File: src/rtl/cfgp_pkg.sv
// Shared types and helpers for the configuration access port.
// Assumes 32-bit registers and little-endian byte lanes.
package cfgp_pkg;

    // Address register layout, most significant field first.
    typedef struct packed {
        logic       en;
        logic [6:0] rsv;
        logic [7:0] bus;
        logic [4:0] dev;
        logic [2:0] fn;
        logic [5:0] reg_idx;
        logic [1:0] lo;
    } cfg_addr_t;

    // Number of bytes a size code moves; 0 for the invalid code.
    function automatic logic [2:0] size_len(input logic [1:0] sz);
        case (sz)
            2'd0:    return 3'd1;
            2'd1:    return 3'd2;
            2'd2:    return 3'd4;
            default: return 3'd0;
        endcase
    endfunction

    // Byte-lane mask of a size code, before lane shifting.
    function automatic logic [3:0] len_mask(input logic [1:0] sz);
        case (sz)
            2'd0:    return 4'b0001;
            2'd1:    return 4'b0011;
            2'd2:    return 4'b1111;
            default: return 4'b0000;
        endcase
    endfunction

    // True when the access stays inside one 4-byte register.
    function automatic logic access_ok(input logic [1:0] lane, input logic [1:0] sz);
        return (sz != 2'd3) && (({1'b0, lane} + size_len(sz)) <= 3'd4);
    endfunction

endpackage

File: src/rtl/cfgp_addr_reg.sv
// Address register with per-byte write enables.
// Assumes write data is already placed on its byte lanes.
module cfgp_addr_reg (
    input  logic        clk,
    input  logic        rst_n,
    input  logic        wr_en,
    input  logic [3:0]  be,
    input  logic [31:0] wdata,
    output logic [31:0] q
);
    for (genvar b = 0; b < 4; b++) begin : g_byte
        // Update one byte lane when written; clear on reset.
        always_ff @(posedge clk) begin
            if (!rst_n)
                q[8*b +: 8] <= 8'h00;
            else if (wr_en && be[b])
                q[8*b +: 8] <= wdata[8*b +: 8];
        end
    end
endmodule

File: src/rtl/cfgp_bridge_regs.sv
// Internal configuration register file of the bridge (device 0).
// Holds fixed identity words and a small block of writable scratch dwords.
// Assumes SCR_BASE + SCRATCH_DW stays below 64.
module cfgp_bridge_regs #(
    parameter logic [15:0] VENDOR_ID  = 16'hC0DE,
    parameter logic [15:0] DEVICE_ID  = 16'h7A11,
    parameter int          SCRATCH_DW = 4
) (
    input  logic        clk,
    input  logic        rst_n,
    input  logic        wr_en,
    input  logic [5:0]  reg_idx,
    input  logic [3:0]  be,
    input  logic [31:0] wdata,
    output logic [31:0] rdata
);
    localparam int SCR_BASE = 4;
    localparam int IW       = (SCRATCH_DW > 1) ? $clog2(SCRATCH_DW) : 1;
    localparam logic [7:0] CLASS_BRIDGE = 8'h06;
    localparam logic [7:0] SUB_HOST     = 8'h00;
    localparam logic [7:0] HDR_BRIDGE   = 8'h01;

    logic [31:0] scr [SCRATCH_DW];
    logic        in_scr;
    logic [5:0]  slot;

    assign in_scr = (reg_idx >= 6'(SCR_BASE)) && (reg_idx < 6'(SCR_BASE + SCRATCH_DW));
    assign slot   = reg_idx - 6'(SCR_BASE);

    // Byte-merged writes into the scratch dwords.
    always_ff @(posedge clk) begin
        if (!rst_n) begin
            for (int i = 0; i < SCRATCH_DW; i++) scr[i] <= '0;
        end else if (wr_en && in_scr) begin
            for (int b = 0; b < 4; b++)
                if (be[b]) scr[slot[IW-1:0]][8*b +: 8] <= wdata[8*b +: 8];
        end
    end

    // Read mux over identity words and scratch storage.
    always_comb begin
        if (in_scr)
            rdata = scr[slot[IW-1:0]];
        else begin
            case (reg_idx)
                6'd0:    rdata = {DEVICE_ID, VENDOR_ID};
                6'd2:    rdata = {CLASS_BRIDGE, SUB_HOST, 16'h0000};
                6'd3:    rdata = {8'h00, HDR_BRIDGE, 16'h0000};
                default: rdata = '0;
            endcase
        end
    end
endmodule

File: src/rtl/cfgp_router.sv
// Decodes the address register into a routing target.
// Only bus 0 is served; device 0 is the bridge, device k is port k-1.
// The function field is deliberately not used.
module cfgp_router
    import cfgp_pkg::*;
#(
    parameter int N_PORTS = 4
) (
    input  cfg_addr_t          addr,
    output logic               tgt_bridge,
    output logic [N_PORTS-1:0] port_sel
);
    logic live;
    logic unused_fields;

    assign live          = addr.en && (addr.bus == 8'h00);
    assign tgt_bridge    = live && (addr.dev == 5'd0);
    assign unused_fields = ^{addr.rsv, addr.fn, addr.lo};

    for (genvar k = 0; k < N_PORTS; k++) begin : g_sel
        assign port_sel[k] = live && (addr.dev == 5'(k + 1));
    end
endmodule

File: src/rtl/cfgp_access_port.sv
// Configuration address/data access port.
// Offsets 0-3 reach the address register and offsets 4-7 the data window.
// Window accesses go to the bridge register file or a downstream port.
// Assumes single-cycle requests; reads answer one cycle later.
module cfgp_access_port
    import cfgp_pkg::*;
#(
    parameter int          N_PORTS    = 4,
    parameter int          OFF_W      = 4,
    parameter int          SCRATCH_DW = 4,
    parameter logic [15:0] VENDOR_ID  = 16'hC0DE,
    parameter logic [15:0] DEVICE_ID  = 16'h7A11
) (
    input  logic                  clk,
    input  logic                  rst_n,
    input  logic                  bus_valid,
    input  logic                  bus_write,
    input  logic [OFF_W-1:0]      bus_offset,
    input  logic [1:0]            bus_size,
    input  logic [31:0]           bus_wdata,
    output logic                  rsp_valid,
    output logic [31:0]           rsp_data,
    output logic [N_PORTS-1:0]    dev_sel,
    output logic [5:0]            dev_idx,
    output logic                  dev_wr,
    output logic [3:0]            dev_be,
    output logic [31:0]           dev_wdata,
    input  logic [32*N_PORTS-1:0] dev_rdata
);
    logic [31:0]        addr_q;
    cfg_addr_t          addr_f;
    logic               tgt_bridge;
    logic [N_PORTS-1:0] port_sel;
    logic [1:0]         lane;
    logic               ok, in_addr, in_win, wr_go;
    logic [3:0]         lane_be;
    logic [31:0]        lane_wdata, br_rdata, dev_word, win_word, sel_word, keep, rd_val;

    assign addr_f     = addr_q;
    assign lane       = bus_offset[1:0];
    assign ok         = access_ok(lane, bus_size);
    assign in_addr    = bus_offset < OFF_W'(4);
    assign in_win     = (bus_offset >= OFF_W'(4)) && (bus_offset < OFF_W'(8));
    assign lane_be    = 4'(len_mask(bus_size) << lane);
    assign lane_wdata = bus_wdata << {lane, 3'b000};
    assign wr_go      = bus_valid && bus_write && ok;

    cfgp_addr_reg u_addr (
        .clk   (clk),
        .rst_n (rst_n),
        .wr_en (wr_go && in_addr),
        .be    (lane_be),
        .wdata (lane_wdata),
        .q     (addr_q)
    );

    cfgp_router #(.N_PORTS(N_PORTS)) u_route (
        .addr       (addr_f),
        .tgt_bridge (tgt_bridge),
        .port_sel   (port_sel)
    );

    cfgp_bridge_regs #(
        .VENDOR_ID  (VENDOR_ID),
        .DEVICE_ID  (DEVICE_ID),
        .SCRATCH_DW (SCRATCH_DW)
    ) u_bridge (
        .clk     (clk),
        .rst_n   (rst_n),
        .wr_en   (wr_go && in_win && tgt_bridge),
        .reg_idx (addr_f.reg_idx),
        .be      (lane_be),
        .wdata   (lane_wdata),
        .rdata   (br_rdata)
    );

    // Downstream port signals; all ports share index, enables and data.
    assign dev_sel   = port_sel;
    assign dev_idx   = addr_f.reg_idx;
    assign dev_wr    = wr_go && in_win && (|port_sel);
    assign dev_be    = lane_be;
    assign dev_wdata = lane_wdata;

    // Pick the read word of the selected downstream port.
    always_comb begin
        dev_word = '0;
        for (int k = 0; k < N_PORTS; k++)
            if (port_sel[k]) dev_word |= dev_rdata[32*k +: 32];
    end

    // Choose the 32-bit value behind the request and align it.
    always_comb begin
        if (tgt_bridge)     win_word = br_rdata;
        else if (|port_sel) win_word = dev_word;
        else                win_word = '1;

        if (in_addr)     sel_word = addr_q;
        else if (in_win) sel_word = win_word;
        else             sel_word = '1;

        case (bus_size)
            2'd0:    keep = 32'h0000_00FF;
            2'd1:    keep = 32'h0000_FFFF;
            default: keep = 32'hFFFF_FFFF;
        endcase

        rd_val = ok ? ((sel_word >> {lane, 3'b000}) & keep) : 32'hFFFF_FFFF;
    end

    // Register the read answer one cycle after the request.
    always_ff @(posedge clk) begin
        if (!rst_n) begin
            rsp_valid <= 1'b0;
            rsp_data  <= '0;
        end else begin
            rsp_valid <= bus_valid && !bus_write;
            if (bus_valid && !bus_write) rsp_data <= rd_val;
        end
    end
endmodule

File: config.mk
export PLATFORM = sky130hd
export DESIGN_NAME = cfgp_access_port
export DESIGN_NICKNAME = d
export VERILOG_FILES = /design/src/rtl/cfgp_pkg.sv /design/src/rtl/cfgp_addr_reg.sv /design/src/rtl/cfgp_bridge_regs.sv /design/src/rtl/cfgp_router.sv /design/src/rtl/cfgp_access_port.sv
export SDC_FILE = /design/constraint.sdc
export NUM_CORES = 1
export LEC_CHECK = 0
export CORE_ASPECT_RATIO = 1.25
export CORE_MARGIN = 2
export CORE_UTILIZATION = 30
export CTS_BUF_LIST = sky130_fd_sc_hd__clkbuf_8
export DETAILED_ROUTE_END_ITERATION = 8
export PLACE_DENSITY = 0.59
export SYNTH_ARGS = -nofsm -noshare
export SYNTH_HDL_FRONTEND = slang
export SYNTH_SLANG_ARGS = --single-unit
File: constraint.sdc
create_clock -name clk -period 6.1 [get_ports clk]
set_input_delay 0.915 -clock clk [delete_from_list [all_inputs] [get_ports clk]]
set_output_delay 0.915 -clock clk [all_outputs]
set_load 0.1 [all_outputs]
==> flow_results.org <==
** Placement
- Hpwl dp :: 36900 um
- Setup WS pre-CTS :: between 1000 and 1500 ps
- Placed standard-cell area :: ~14000 um2
- At the end of routability-driven placement, the weighted congestion stood at 0.970.
- Buffers on Ports :: 249
- Counting tap cells, the placed design contains a total of about 1800 instances.

** Worst setup path
- Critical setup path kind :: reg -> out
- The critical path runs through a total of 3 cells.
- STA puts the critical path data arrival time at between 3000 and 4000 ps.
- The worst setup path is captured at a primary output.
- Sequence of cells on the critical path :: or3b_2 > nor4_4 > clkdlybuf4s50_1
- Max FO, Critical Path :: 15
- CP max stage delay :: 1260 ps
- CP max-delay cell :: sky130_fd_sc_hd__clkdlybuf4s50_1
- In this run the critical register-to-register path is captured at u_bridge.scr[2][24].
- CP startpoint :: u_addr.q[11]
- The worst register-to-register path begins at u_addr.q[17].
- The worst register-to-register path has a setup slack of around 2300 ps.
- At the worst endpoint, the required time is 5180 ps.
- FF-to-FF path depth :: 7
- The number of buffers and inverters on the critical path is 1.
- In this design, the largest share of critical-path delay is due to buffers and inverters.
- STA classifies the critical path startpoint as a flop.

** Floorplanning
- The die covers 38500 um2.
- The initial utilization of the core area, before any placement, comes to 0.305.
- Overall die width :: 176 um
- The die is 219 um tall.
- Number of top-level pins :: 250
- Core outline area :: 36400 um2
- Number of rows created at floorplan :: 78

** Clock network
- CTS sink count :: approximately 200
- After clock tree synthesis, the clock-pin slew on the worst setup and hold paths is 110 ps.
- Post-CTS repair changed the size of 0 cells.
- Clock Tree Root :: sky130_fd_sc_hd__clkbuf_8
- The longest clock path from root to sink contains 2 buffers.
- For this design, the CTS-stage hold fixing added 0 buffers.
- Clk Latency, worst-skew pair :: 510 ps
- Buffers added to address setup during post-CTS repair amount to 0.
- TritonCTS built the clock tree.
- The H-tree generated during clock tree synthesis spans 4 levels.
- Number of buffers created by CTS :: 17

** STA
- Worst Tran Pin Value :: 1080 ps
- Final setup violation count :: 0
- In the post-route analysis, the smallest setup slack over all paths is 1420 ps.
- The number of pins exceeding their max-slew limit in the final report came to 0.
- Fin crit share :: 0.766
- Tightest hold margin :: 508 ps
- Sum of negative setup slack :: 0 ps
- The clock arrives with 21.4 ps of skew.
- Highest achievable clock rate :: 214 MHz
- Hold violation total from the final report :: 0
- The worst pin sits at a relative slew slack of 0.280.
- Tmin final :: around 4700 ps
- Unrepaired setup endpoints after global routing :: no

** Yosys
- Synthesis-stage register bit count :: 195
- Count of mapped cells out of synthesis :: ~1100
- The Yosys step of the flow raised 0 warnings.
- Post-Syn Nets :: ~1300
- For this run, the register share of the synthesized area comes to 0.468.
- In this run, distinct cell masters in the synthesized netlist total 82.
- Synthesized cell area :: 11100 um2
- Yosys mapped a number of flops with a built-in enable equal to 128.
- Each instance of the synthesized netlist takes up on average 9.96 um2.
- FFs w/ async S/R, synth :: 0
- In the synthesized netlist the dominant register cell turns out to be sky130_fd_sc_hd__edfxtp_1.

** Pwr
- The analysis attributes to net switching a power of 1.03 mW.
- P_leak :: 5.33 nW
- The share of total power dissipated in combinational logic is 0.235.
- Max VDD drop :: between 0.0001 and 0.00015 V
- The design draws 3.12 mW.
- The internal portion of the total power is 2.09 mW.
- Of the total power, the clock network draws 0.292.
- Switching part of the total power :: 0.329
- Of the total power, registers draw 0.473.
- Dividing total power by cell area gives a power density of around 210 nW/um2.

** GRT
- Global-route wire length before repair :: slightly below 70000 um
- The via count of the first global-routing pass came to 10100.
- Number of antenna violations at the first check in global routing :: 1
- Global route overflow :: 0
- Across every metal layer, demand over resource in global routing totals 0.245.
- Largest net degree at the start of global routing :: 76

** Finish
- In the layout the commonest cells are 233 x sky130_fd_sc_hd__clkdlybuf4s50_1, 171 x sky130_fd_sc_hd__nor2_1, 128 x sky130_fd_sc_hd__edfxtp_1, 124 x sky130_fd_sc_hd__nand2_1, 66 x sky130_fd_sc_hd__dfxtp_1.
- Fraction of final layout cells with drive strength greater than 1 :: 0.125
- Syn-to-layout area delta :: 31.1%
- Layout Utilization :: 0.399
- Most common cell after layout, fill and taps aside :: sky130_fd_sc_hd__clkdlybuf4s50_1
- The net count of the finished layout is 1522.
- The finished layout holds 1840 standard cells, fillers aside.
- With fillers left out, the area of the finished cells amounts to 14500 um2.

** Drt
- Post-detailed-routing wire length :: around 48000 um
- For this run, design rule violations remaining after detail routing come to 0.
- Routed length per placed instance :: 26.1 um
- Via density per instance :: around 5.6
- Antenna viol nets, final :: 0
- Number of DRC markers after the initial detailed-route iteration :: ~1100
- The first detailed-routing pass ran for 8 iterations.
- Total via count after detailed routing :: 10300

** Outcome
- The flow ran to the end, and the final reports show no timing, DRC or antenna violations.

** Hold path
- Worst min-delay path endpoint :: rsp_data[18]
- Counting instances, the worst hold path has a depth of 2.
- HP Class :: reg -> reg
- The startpoint identified for the worst hold timing path is rsp_data[18].

** Job
- Max cap viols :: 0
[layout make-up]
| type | count | area, um2 |
|---|---|---|
| multi-input cells | 794 | 5380 |
| clock buffers | 17 | 234 |
| clock inverters | 15 | 183 |
| flip-flops and latches | 195 | 5190 |
| well taps | 480 | 601 |
| fillers | 3592 | 21900 |
| repair buffers | 295 | 2790 |
| diodes | 1 | 2.50 |
| inverters | 43 | 161 |
[how the worst max path moves through the flow]
stage | endpoint | slack [ps]
5_1_grt | u_bridge.scr[2][24] | 1270
6_report | dev_sel[0] | 1420
3_3_place_gp | u_bridge.scr[2][31] | 1150
2_1_floorplan | dev_wdata[18] | 920
3_5_place_dp | u_bridge.scr[2][13] | 1080
4_1_cts | dev_sel[0] | 1390
[sequential cells by signal, summed over array words and instances, names as in the netlist, named ones only]
signal	cells
rsp_valid	1
u_addr.q	32
u_bridge.scr	128
rsp_data	32
[power by group through the flow]
stage          Combinational [mW]  Clock (mW)  Sequential (mW)
2_1_floorplan               0.311           0             1.61
3_3_place_gp                0.729           0             1.51
3_5_place_dp                0.729           0             1.51
4_1_cts                     0.732       0.915             1.48
5_1_grt                     0.760       0.966             1.48
6_report                    0.734       0.912             1.48
[Yosys cell counts, drive strengths merged, types with 27 or more instances]
cell type,number,share of area
a21oi,33,0.015
buf,30,0.016
clkbuf,51,0.017
dfxtp,67,0.12
edfxtp,128,0.35
inv,43,0.015
mux2i,48,0.043
mux4,30,0.061
nand2,124,0.042
nand3,27,0.012
nor2,172,0.059
nor2b,34,0.019
o21ai,48,0.022
[cells by family after synthesis]
kind of cell	share of synthesized area
buffers and inverters	0.0481
xor gates and xnor gates	0.00158
AOI/OAI and AO/OA	0.148
and+or+nand+nor	0.215
DFF	0.468
adders and majority gates	0.00745
muxes	0.112
[per-layer routing]
| layer | track usage | vias up | wire [um] |
|---|---|---|---|
| li1 | - | 4598 | - |
| met1 | 0.293 | 5003 | 18200 |
| met2 | 0.415 | 616 | 23100 |
| met3 | 0.0513 | 91 | 4360 |
| met4 | 0.123 | 0 | 2380 |
| met5 | 0 | - | 0 |
[worst register-to-register path: cells and delay by family (launching register included)]
family | cells | cell delay (ps)
flip-flops | 1 | 350
AND/OR/NAND/NOR | 7 | 3110
Power figures use the tool's default switching activity.
